### src/rtl/rst_seq_pkg.sv
package rst_seq_pkg;

    typedef enum logic [1:0] {
        SEQ_HOLD = 2'd0,
        SEQ_CAPT = 2'd1,
        SEQ_RUN  = 2'd2
    } seq_state_e;

    typedef struct packed {
        seq_state_e state;
        logic       func_n;
        logic       test_n;
        logic       stat_n;
    } seq_regs_t;

endpackage

### src/rtl/rst_sync.sv
module rst_sync #(
    parameter int   STAGES  = 2,
    parameter logic RST_VAL = 1'b0
) (
    input  logic clk,
    input  logic arst_n,
    input  logic din,
    output logic dout
);
    logic [STAGES-1:0] chain_d;
    logic [STAGES-1:0] chain_q;

    generate
        if (STAGES == 1) begin : g_single
            always_comb chain_d = din;
        end else begin : g_multi
            always_comb chain_d = {chain_q[STAGES-2:0], din};
        end
    endgenerate

    always_ff @(posedge clk or negedge arst_n) begin
        if (!arst_n) chain_q <= {STAGES{RST_VAL}};
        else         chain_q <= chain_d;
    end

    assign dout = chain_q[STAGES-1];
endmodule

### src/rtl/rst_pulse_qual.sv
module rst_pulse_qual #(
    parameter int MIN_LOW = 24,
    localparam int CNT_W  = $clog2(MIN_LOW + 1)
) (
    input  logic clk,
    input  logic arst_n,
    input  logic enable,
    input  logic low_in,
    output logic active
);
    typedef struct packed {
        logic [CNT_W-1:0] cnt;
        logic             act;
    } qual_t;

    localparam logic [CNT_W-1:0] LAST = CNT_W'(MIN_LOW - 1);

    qual_t qual_d;
    qual_t qual_q;

    always_comb begin
        qual_d = qual_q;
        if (!enable) begin
            qual_d = '0;
        end else if (low_in) begin
            if (qual_q.cnt == LAST) qual_d.act = 1'b1;
            else                    qual_d.cnt = qual_q.cnt + 1'b1;
        end else begin
            qual_d = '0;
        end
    end

    always_ff @(posedge clk or negedge arst_n) begin
        if (!arst_n) qual_q <= '0;
        else         qual_q <= qual_d;
    end

    assign active = qual_q.act;
endmodule

### src/rtl/rst_strap_latch.sv
module rst_strap_latch #(
    parameter int STRAP_W = 20
) (
    input  logic               clk,
    input  logic               arst_n,
    input  logic               cap_en,
    input  logic [STRAP_W-1:0] pins,
    output logic [STRAP_W-1:0] held
);
    logic [STRAP_W-1:0] held_d;
    logic [STRAP_W-1:0] held_q;

    always_comb held_d = cap_en ? pins : held_q;

    always_ff @(posedge clk or negedge arst_n) begin
        if (!arst_n) held_q <= '0;
        else         held_q <= held_d;
    end

    assign held = held_q;
endmodule

### src/rtl/rst_seq_top.sv
module rst_seq_top
    import rst_seq_pkg::*;
#(
    parameter int STRAP_W     = 20,
    parameter int WARM_MIN    = 24,
    parameter int SYNC_STAGES = 2
) (
    input  logic               clk,
    input  logic               por_n,
    input  logic               warm_n,
    input  logic               max_req,
    input  logic               sys_req,
    input  logic               cpu_req,
    input  logic [STRAP_W-1:0] strap_in,
    output logic               func_rst_n,
    output logic               test_rst_n,
    output logic               rst_stat_n,
    output logic [STRAP_W-1:0] strap_out
);
    logic por_s;
    logic warm_s;
    logic warm_act;
    logic hold_src;
    logic cap_en;

    seq_regs_t seq_d;
    seq_regs_t seq_q;

    rst_sync #(.STAGES(SYNC_STAGES), .RST_VAL(1'b0)) u_por_sync (
        .clk(clk), .arst_n(por_n), .din(1'b1), .dout(por_s)
    );

    rst_sync #(.STAGES(SYNC_STAGES), .RST_VAL(1'b1)) u_warm_sync (
        .clk(clk), .arst_n(por_n), .din(warm_n), .dout(warm_s)
    );

    rst_pulse_qual #(.MIN_LOW(WARM_MIN)) u_warm_qual (
        .clk(clk), .arst_n(por_n), .enable(por_s), .low_in(!warm_s),
        .active(warm_act)
    );

    assign hold_src = !por_s || warm_act;
    assign cap_en   = (seq_q.state == SEQ_HOLD) && !hold_src;

    always_comb begin
        seq_d = seq_q;
        if (hold_src) begin
            seq_d.state = SEQ_HOLD;
        end else begin
            case (seq_q.state)
                SEQ_HOLD: seq_d.state = SEQ_CAPT;
                SEQ_CAPT: seq_d.state = SEQ_RUN;
                default:  seq_d.state = SEQ_RUN;
            endcase
        end
        seq_d.func_n = (seq_d.state == SEQ_RUN) && !max_req && !sys_req && !cpu_req;
        seq_d.stat_n = (seq_d.state == SEQ_RUN) && !max_req && !sys_req;
        seq_d.test_n = por_s;
    end

    always_ff @(posedge clk or negedge por_n) begin
        if (!por_n) seq_q <= '{state: SEQ_HOLD, func_n: 1'b0, test_n: 1'b0, stat_n: 1'b0};
        else        seq_q <= seq_d;
    end

    rst_strap_latch #(.STRAP_W(STRAP_W)) u_straps (
        .clk(clk), .arst_n(por_n), .cap_en(cap_en), .pins(strap_in),
        .held(strap_out)
    );

    assign func_rst_n = seq_q.func_n;
    assign test_rst_n = seq_q.test_n;
    assign rst_stat_n = seq_q.stat_n;
endmodule

### config.mk
export PLATFORM = sky130hd
export DESIGN_NAME = rst_seq_top
export DESIGN_NICKNAME = d
export VERILOG_FILES = /design/src/rtl/rst_seq_pkg.sv /design/src/rtl/rst_sync.sv /design/src/rtl/rst_pulse_qual.sv /design/src/rtl/rst_strap_latch.sv /design/src/rtl/rst_seq_top.sv
export SDC_FILE = /design/constraint.sdc
export NUM_CORES = 1
export LEC_CHECK = 0
export ABC_AREA = 0
export BUFFER_PORTS_ARGS = -buffer_cell sky130_fd_sc_hd__buf_2
export CORE_AREA = 2 2 56 58
export CTS_CLUSTER_SIZE = 8
export DETAILED_ROUTE_END_ITERATION = 10
export DIE_AREA = 0 0 58 60
export PLACE_DENSITY = 0.76
export SLEW_MARGIN = 20
export SYNTH_ARGS = -nofsm -noshare
export SYNTH_HDL_FRONTEND = slang
export SYNTH_SLANG_ARGS = --single-unit
### constraint.sdc
create_clock -name clk -period 1.8 [get_ports clk]
set_input_delay 0.27 -clock clk [delete_from_list [all_inputs] [get_ports clk]]
set_output_delay 0.27 -clock clk [all_outputs]
set_load 0.05 [all_outputs]
## After elaboration in Yosys (flattened, before gate mapping)

Cells that the tools add are included.

- Register bits after elaboration: 35
- Output and inout bits: 23

- $add $sub $neg: 1
- Eq/ne operators: 4
- Mux-type cells: 6
- Reduce and logical (&&, ||, !) cells: 11

Operator list:

| kind | count |
|---|---|
| 6-bit 2-to-1 mux | 2 |
| 5-bit by 1-bit adder with 5-bit output, second input constant | 1 |
| 5-bit equality test, second input constant | 1 |
| 1-bit zero test | 5 |
| 5-bit 2-to-1 mux | 1 |
| 1-bit logical AND | 4 |
| 2-bit 2-to-1 mux | 2 |
| 3-bit by 1-bit inequality test with 1-bit output, second input constant | 1 |
| 3-bit inequality test, second input constant | 1 |
| 2-bit equality test, second input constant | 1 |
| 2-bit zero test | 1 |
| 1-bit logical OR | 1 |
| 1-bit 2-to-1 mux | 1 |

## Depth between registers and ports, before layout

Gate-level depths: netlist of run 1.

- Depth after elaboration: 7
- Mapped depth: 4
- Depth with buffers taken out: 4

## By module

Synthesis of run 1 repeated with hierarchy kept, for this count alone.

- Cell total of the unflattened synthesis: 86
- Area, all modules: 1,377.6 um^2

By module, submodules not included:

| module | times used | cells an instance | area an instance (um^2) | seq. area each (um^2) |
|---|---|---|---|---|
| rst_strap_latch | 1 | 42 | 823.3 | 500.5 |
| rst_pulse_qual | 1 | 26 | 277.8 | 150.1 |
| rst_seq_top | 1 | 14 | 173.9 | 125.1 |
| rst_sync (u_warm_sync) | 1 | 2 | 52.6 | 52.6 |
| rst_sync (u_por_sync) | 1 | 2 | 50.0 | 50.0 |

## Worst setup path after synthesis of run 1

OpenSTA, ideal clock, no wires.

- Path kind: register to register
- Start: reg seq_q[4] (netlist name)
- End: reg u_straps.held_q[0], in the netlist u_straps.held[0]
- Arrival time: 1.240 ns
- Slack: 0.435 ns
- Cell stages (with the launch flop): 4
- Path buffers: 1
- Period minus slack after synthesis: 1.365 ns
- Cell sequence: dfrtp_1 > nor4b_4 > buf_6 > mux2_2

- Word-level cells in the longest chain between the ends: 2

RTL lines:

| element | RTL line | RTL |
|---|---|---|
| start: declaration | rst_seq_top.sv:27 | `seq_regs_t seq_q;` |
| start signal: assignment | rst_seq_top.sv:62 | `if (!por_n) seq_q <= '{state: SEQ_HOLD, func_n: 1'b0, test_n: 1'b0, stat_n: 1'b0};` |
| start signal: assignment | rst_seq_top.sv:63 | `else seq_q <= seq_d;` |
| 2-bit zero test | rst_seq_top.sv:43 | `assign cap_en = (seq_q.state == SEQ_HOLD) && !hold_src;` |
| 1-bit logical AND | rst_seq_top.sv:43 |  |
| end signal: assignment | rst_strap_latch.sv:17 | `else held_q <= held_d;` |
| end: declaration | rst_strap_latch.sv:11 | `logic [STRAP_W-1:0] held_q;` |

No other way between the ends.
A chain may end at the register's enable or synchronous reset.

## Final worst setup path of run 1

- Start: reg seq_q[4] (netlist name)
- End: reg u_straps.held_q[14], in the netlist u_straps.held[14]

Same word-level chain as after synthesis.

==> results.yml, run 1 <==
drt:
  drtIter0Drc: 14
  via_per_inst: 4.89
  drt_wl_total_um: 2140
  drc_errors: 0
  route.antenna.remaining_nets: 0
  vias: 841
  drtPass1Iterations: 3
  dr_wl_met2_um: 1050
  wl_met1_um: 911
  wire_per_inst_um: 12.5
  routed-wl-met3_um: 172
  maxUsedRoutingLayer: "met4"
power:
  peakVddDrop_mv: 0.860
  switchingPower_w: 0.000781
  power_density_nw_per_um2: 1250
  power_frac_clock_pct: 19.3
  switching_share_pct: 38.6
  power.internal_w: 0.00124
  p_leak_nw: 0.799
  seqPwrFrac_pct: 47.3
  combPwrFrac_pct: 33.4
grt:
  antenna_found_initial: 0
  grt_first_pass_wirelength_um: 3630
  first_global_vias: 831
  grt_usage_pct: 14.3
  grt_overflow: 0
  grt_max_degree: 36
clock_network:
  cts_root_buf: "clkbuf_4"
  clock_latency_ns: 0.33
  cts_buffers: 5
  cts_resized: 0
  cts_tree: "yes"
  numClockSinks: 35
  clockBufferDepth: 2
  clk_pin_slew_ns: 0.10
  cts_post_setup_buffers_inserted: 0
  ctsHoldBuffers: 0
  h-tree-depth: 2
synth:
  avgSynthCellArea_um2: 15.6
  syn_nets: 110
  synth_area_um2: 1300
  synth-seq-cells: 35
  synth_cell_types: 21
  ys_seq_area_share_pct: 67.6
  yosys_warnings: 0
  synthCells: 83
floorplan:
  num_rows: 20
  die_area_um2: 3480
  die_w_um: 58
  core_area_um2: 2900
  start_util_pct: 44.7
  ios: 49
  fp.dieH_um: 60
outcome:
  violations: "negative hold slack"
  status: "finished, violations left"
timing:
  relSlewSlack_pct: 51.8
  tightest_slew_ns: 0.722
  period_needed_ns: 1.44
  hold_viol: 11
  fin_skew_ns: 0.00984
  rsz0062_at_grt: "no"
  tns_ns: 0
  setup_violations: 0
  maxSlewViolCount: 0
  fmax_mhz: 696
  hold_ws_ns: -0.0113
  min_period_over_period_pct: 79.8
finish:
  layout_commonest_cell: "buf_2"
  layout_common_cells: "48 x buf_2, 33 x dfrtp_1, 20 x mux2_2"
  fin_util_pct: 55.9
  nNetsFinal: 165
  antenna_cells: 0
  finalInstanceArea_um2: 1620
  drive_above_1_share_pct: 56.8
  fillers: 270
  area_growth_pct: 25.0
setup_path:
  critPathMaxStageDelay_ns: 0.41
  setup.worst_path.class: "flip-flop to flip-flop"
  critical-path-top-delay-family: "flip-flops"
  endpoint_kind: "flip-flop"
  critPathRequiredTime_ns: 2.01
  regToRegSetupSlack_ns: 0.36
  path_cells: "nor4b_4, buf_4, mux2_2"
  crit_path_max_fanout: 14
  path_buf_inv: 1
  start_kind: "flip-flop"
  crit_arrival_ns: 1.65
  critPathSlowestCell: "dfrtp_1"
placed_design:
  place_hpwl_um: 1610
  dpl_cell_area_um2: 1570
  portBuffers: 48
  gp_congestion: 0.621
worst_hold_path:
  hold_class: "input port to async pin"
run:
  maxCapViolations: 0
## kinds of logic (layout without fill, tap and decap cells)
group,Yosys count,after routing,share of synthesized area [%]
AOI/OAI and AO/OA,3,3,1.35
xor gates and xnor gates,3,3,2.02
adders and majority gates,1,1,0.963
buffers and inverters,5,61,2.60
DFF,35,35,67.6
muxes,21,21,18.1
other,1,1,0.289
and+or+nand+nor,14,14,7.03
## layout make-up
class	count	area, µm²	area share (%)
multi-input cells	43	387	23.8
clock buffers	7	45.0	2.78
well taps	33	41.3	2.54
inverters	3	11.3	0.694
clock inverters	1	5.00	0.308
flip-flops and latches	35	878	54.1
repair buffers	50	255	15.7
## routing by layer
| layer | up-vias | GRT usage, % |
|---|---|---|
| li1 | 390 | - |
| met1 | 411 | 18.3 |
| met2 | 38 | 21.6 |
| met3 | 2 | 6.49 |
| met4 | 0 | 4.98 |
| met5 | - | 0 |
## cells in the mapped netlist
library cell   n  area [µm²]
a21oi_1        2        10.0
buf_6          2        22.5
conb_1         1        3.75
dfrtp_1       33         826
dfstp_2        2        52.6
ha_1           1        12.5
inv_1          3        11.3
mux2_2        20         225
mux2i_1        1        10.0
nand2_1        1        3.75
nand2b_1       1        6.26
nand3_1        2        10.0
nand4b_1       1        8.76
nor2_1         4        15.0
nor3_1         2        10.0
nor3b_1        1        7.51
nor4_1         1        6.26
nor4b_4        1        23.8
o211ai_1       1        7.51
xnor2_1        2        17.5
xor2_1         1        8.76
## power groups by stage
stage | Combinational [W] | Clock (W) | Sequential (W)
floorplan | 0.000139 | 0 | 0.00134
global placement | 0.000673 | 0 | 0.000969
detailed placement | 0.000685 | 0 | 0.000973
CTS | 0.000684 | 0.000403 | 0.000962
global route | 0.000707 | 0.000453 | 0.000976
finish | 0.000677 | 0.000391 | 0.000959
## path summary, 6_finish.rpt
| kind | cells past startpoint | from | to |
|---|---|---|---|
| max | 3 | seq_q[4] | u_straps.held[14] |
| min in group clk | 1 | warm_n | u_warm_sync.chain_q[0] |
| max in group asynchronous | 1 | por_n | u_warm_qual.qual_q[1] |
| max reg2reg | 3 | seq_q[4] | u_straps.held[14] |
| min reg2reg | 0 | u_por_sync.chain_q[0] | u_por_sync.chain_q[1] |
| min | 1 | por_n | u_warm_qual.qual_q[5] |
## state kept, by name, summed over array words and instances, names as in the netlist
name and flops:
seq_q 2, func_rst_n 1, u_warm_qual.active 1, rst_stat_n 1, test_rst_n 1, u_por_sync.chain_q 2
u_straps.held 20, u_warm_sync.chain_q 2, u_warm_qual.qual_q 5
## per-stage QoR
stage	total power, W	cells	worst slack, ns
final	0.00203	172	0.364
after global routing	0.00214	172	0.308
after CTS	0.00205	172	0.349
after detailed placement	0.00166	164	0.358
after global placement	0.00164	164	0.406
after floorplan	0.00148	83	0.435
Note: power is estimated with default switching activity, not from simulation.
==> inputs of run 2 (changes only) <==
--- a/config.mk
+++ b/config.mk
@@ -7,11 +7,11 @@
 export LEC_CHECK = 0
 export ABC_AREA = 0
 export BUFFER_PORTS_ARGS = -buffer_cell sky130_fd_sc_hd__buf_2
-export CORE_AREA = 2 2 56 58
+export CORE_AREA = 2 2 59 61
 export CTS_CLUSTER_SIZE = 8
 export DETAILED_ROUTE_END_ITERATION = 10
-export DIE_AREA = 0 0 58 60
-export PLACE_DENSITY = 0.76
+export DIE_AREA = 0 0 61 63
+export PLACE_DENSITY = 0.72
 export SLEW_MARGIN = 20
 export SYNTH_ARGS = -nofsm -noshare
 export SYNTH_HDL_FRONTEND = slang
==> constraint.sdc (replaced) <==
create_clock -name clk -period 1.19 [get_ports clk]
set_input_delay 0.1785 -clock clk [delete_from_list [all_inputs] [get_ports clk]]
set_output_delay 0.1785 -clock clk [all_outputs]
set_load 0.05 [all_outputs]
==> run 2 against run 1 <==
The flow finishes with violations (negative setup slack). Critical endpoint is now u_straps.held[13]. Clock power is 130% higher. Flip-flop and latch count unchanged. Total power grew 77%. Via count is 7.1% higher. Global-route usage rose by 0.29 points. Hold slack improved by 0.064 ns. Combinational power grew 82%. Cell area up 20%. Worst setup slack lost 0.61 ns. Clock-buffer cell count decreased by 1. Sequential power increased by 52%.
==> results.yml, run 2 (synthesis gave the netlist of run 1 again) <==
outcome:
  status: "finished, violations left"
  violations: "negative setup slack"
floorplan:
  start_util_pct: 40.2
  fp.dieH_um: 63
  ios: 49
  die_area_um2: 3840
  die_w_um: 61
  core_area_um2: 3230
  num_rows: 21
timing:
  rsz0062_at_grt: "yes"
  period_needed_ns: 1.44
  worst_slack_ns: -0.248
  setup_violations: 21
  fin_skew_ns: 0.0111
  maxSlewViolCount: 0
  fmax_mhz: 695
  min_period_over_period_pct: 121
  hold_viol: 0
setup_path:
  crit_path_max_fanout: 5
  critPathRequiredTime_ns: 1.43
  start_kind: "flip-flop"
  crit_arrival_ns: 1.67
  endpoint_kind: "flip-flop"
  setup.worst_path.class: "flip-flop to flip-flop"
drt:
  vias: 901
  drtPass1Iterations: 4
  route.antenna.remaining_nets: 0
  wire_per_inst_um: 13.7
  via_per_inst: 4.51
  drc_errors: 0
  drt_wl_total_um: 2740
  drtIter0Drc: 8
grt:
  grt_first_pass_wirelength_um: 4020
  first_global_vias: 911
  grt_usage_pct: 14.6
  grt_overflow: 0
  grt_max_degree: 22
  antenna_found_initial: 0
placed_design:
  gp_congestion: 0.659
  preCtsSetupSlack_ns: -0.225
  place_hpwl_um: 1740
  portBuffers: 48
clock_network:
  cts_tree: "yes"
  numClockSinks: 35
  h-tree-depth: 2
  clk_pin_slew_ns: 0.11
  clockBufferDepth: 2
  cts_buffers: 5
  clock_latency_ns: 0.35
  cts_root_buf: "clkbuf_4"
finish:
  antenna_cells: 0
  multi_input_area_um2: 449
  fin_util_pct: 60.2
  largest_reg_flops: 20
  area_growth_pct: 49.7
  regArea_um2: 878
  layout_commonest_cell: "buf_2"
  drive_above_1_share_pct: 60.4
  fillers: 250
  layout_common_cells: "39 x buf_2, 33 x dfrtp_1, 14 x clkbuf_4"
  nNetsFinal: 180
run:
  maxCapViolations: 0
worst_hold_path:
  hold_class: "input port to flip-flop"
power:
  p_leak_nw: 0.958
  peakVddDrop_mv: 1.15
  power_density_nw_per_um2: 1840
==> run 2: final timing paths <==
kind                                               to  cells after the start  slack [ns]             startpoint
worst min-delay path                u_straps.held[19]                      2        0.05           strap_in[19]
worst min register to register  u_por_sync.chain_q[1]                      0        0.36  u_por_sync.chain_q[0]
worst max register to register      u_straps.held[13]                      4       -0.25               seq_q[4]
max in group asynchronous           u_straps.held[16]                      3        0.41                  por_n
min in group asynchronous            u_straps.held[4]                      2        0.28                  por_n
worst max-delay path                u_straps.held[13]                      4       -0.25               seq_q[4]
==> run 2: critical path, stage by stage (launching register included) <==
cell and delay (ns):
dfrtp_1 0.42, nor4b_4 0.29, buf_6 0.17, buf_6 0.13, mux2_2 0.32
==> run 2: metal layers <==
layer | track usage, % | up-vias | part of all wire, %
li1 | - | 421 | -
met1 | 16.3 | 437 | 41
met2 | 23.7 | 33 | 49
met3 | 5.80 | 10 | 6.9
met4 | 6.79 | 0 | 2.5
met5 | 0 | - | 0
==> run 2: timing repair <==
action / 4_1_cts / 5_1_grt
pin swaps: 3 / 5
endpoints found under the setup margin: 22 / 32
resized for setup: 2 / 24
hold endpoints to repair: 17 / 0
cloned: 0 / 3
setup buffers: 1 / 2
hold buffers: 5 / 0
==> run 2: report_power, final <==
group / internal, W / leakage [nW] / switching (W)
clock network: 0.000496 / 0.0482 / 0.000398
logic: 0.000449 / 0.484 / 0.000777
registers: 0.00136 / 0.426 / 0.0000922
total: 0.00231 / 0.958 / 0.00127
==> run 2: final cells by class <==
type                       count  area share, %
clock buffer                   6           2.64
clock inverter                 2           1.80
inverter                       3          0.579
multi-input combinational     43           23.1
sequential                    35           45.2
tap                           46           2.96
timing repair buffer          65           23.7
==> run 2: through the flow <==
stage / std cells / hold WS, ns / total power, W / instance area (µm²) / setup TNS, ns
2_1_floorplan: 83 / -0.117 / 0.00224 / 1300 / -3.33
6_report: 200 / 0.0528 / 0.00358 / 1940 / -4.69
3_3_place_gp: 181 / 0.123 / 0.00250 / 1630 / -3.68
4_1_cts: 195 / 0.0446 / 0.00343 / 1790 / -4.44
3_5_place_dp: 181 / 0.131 / 0.00252 / 1630 / -4.34
5_1_grt: 200 / 0.0351 / 0.00374 / 1940 / -5.35
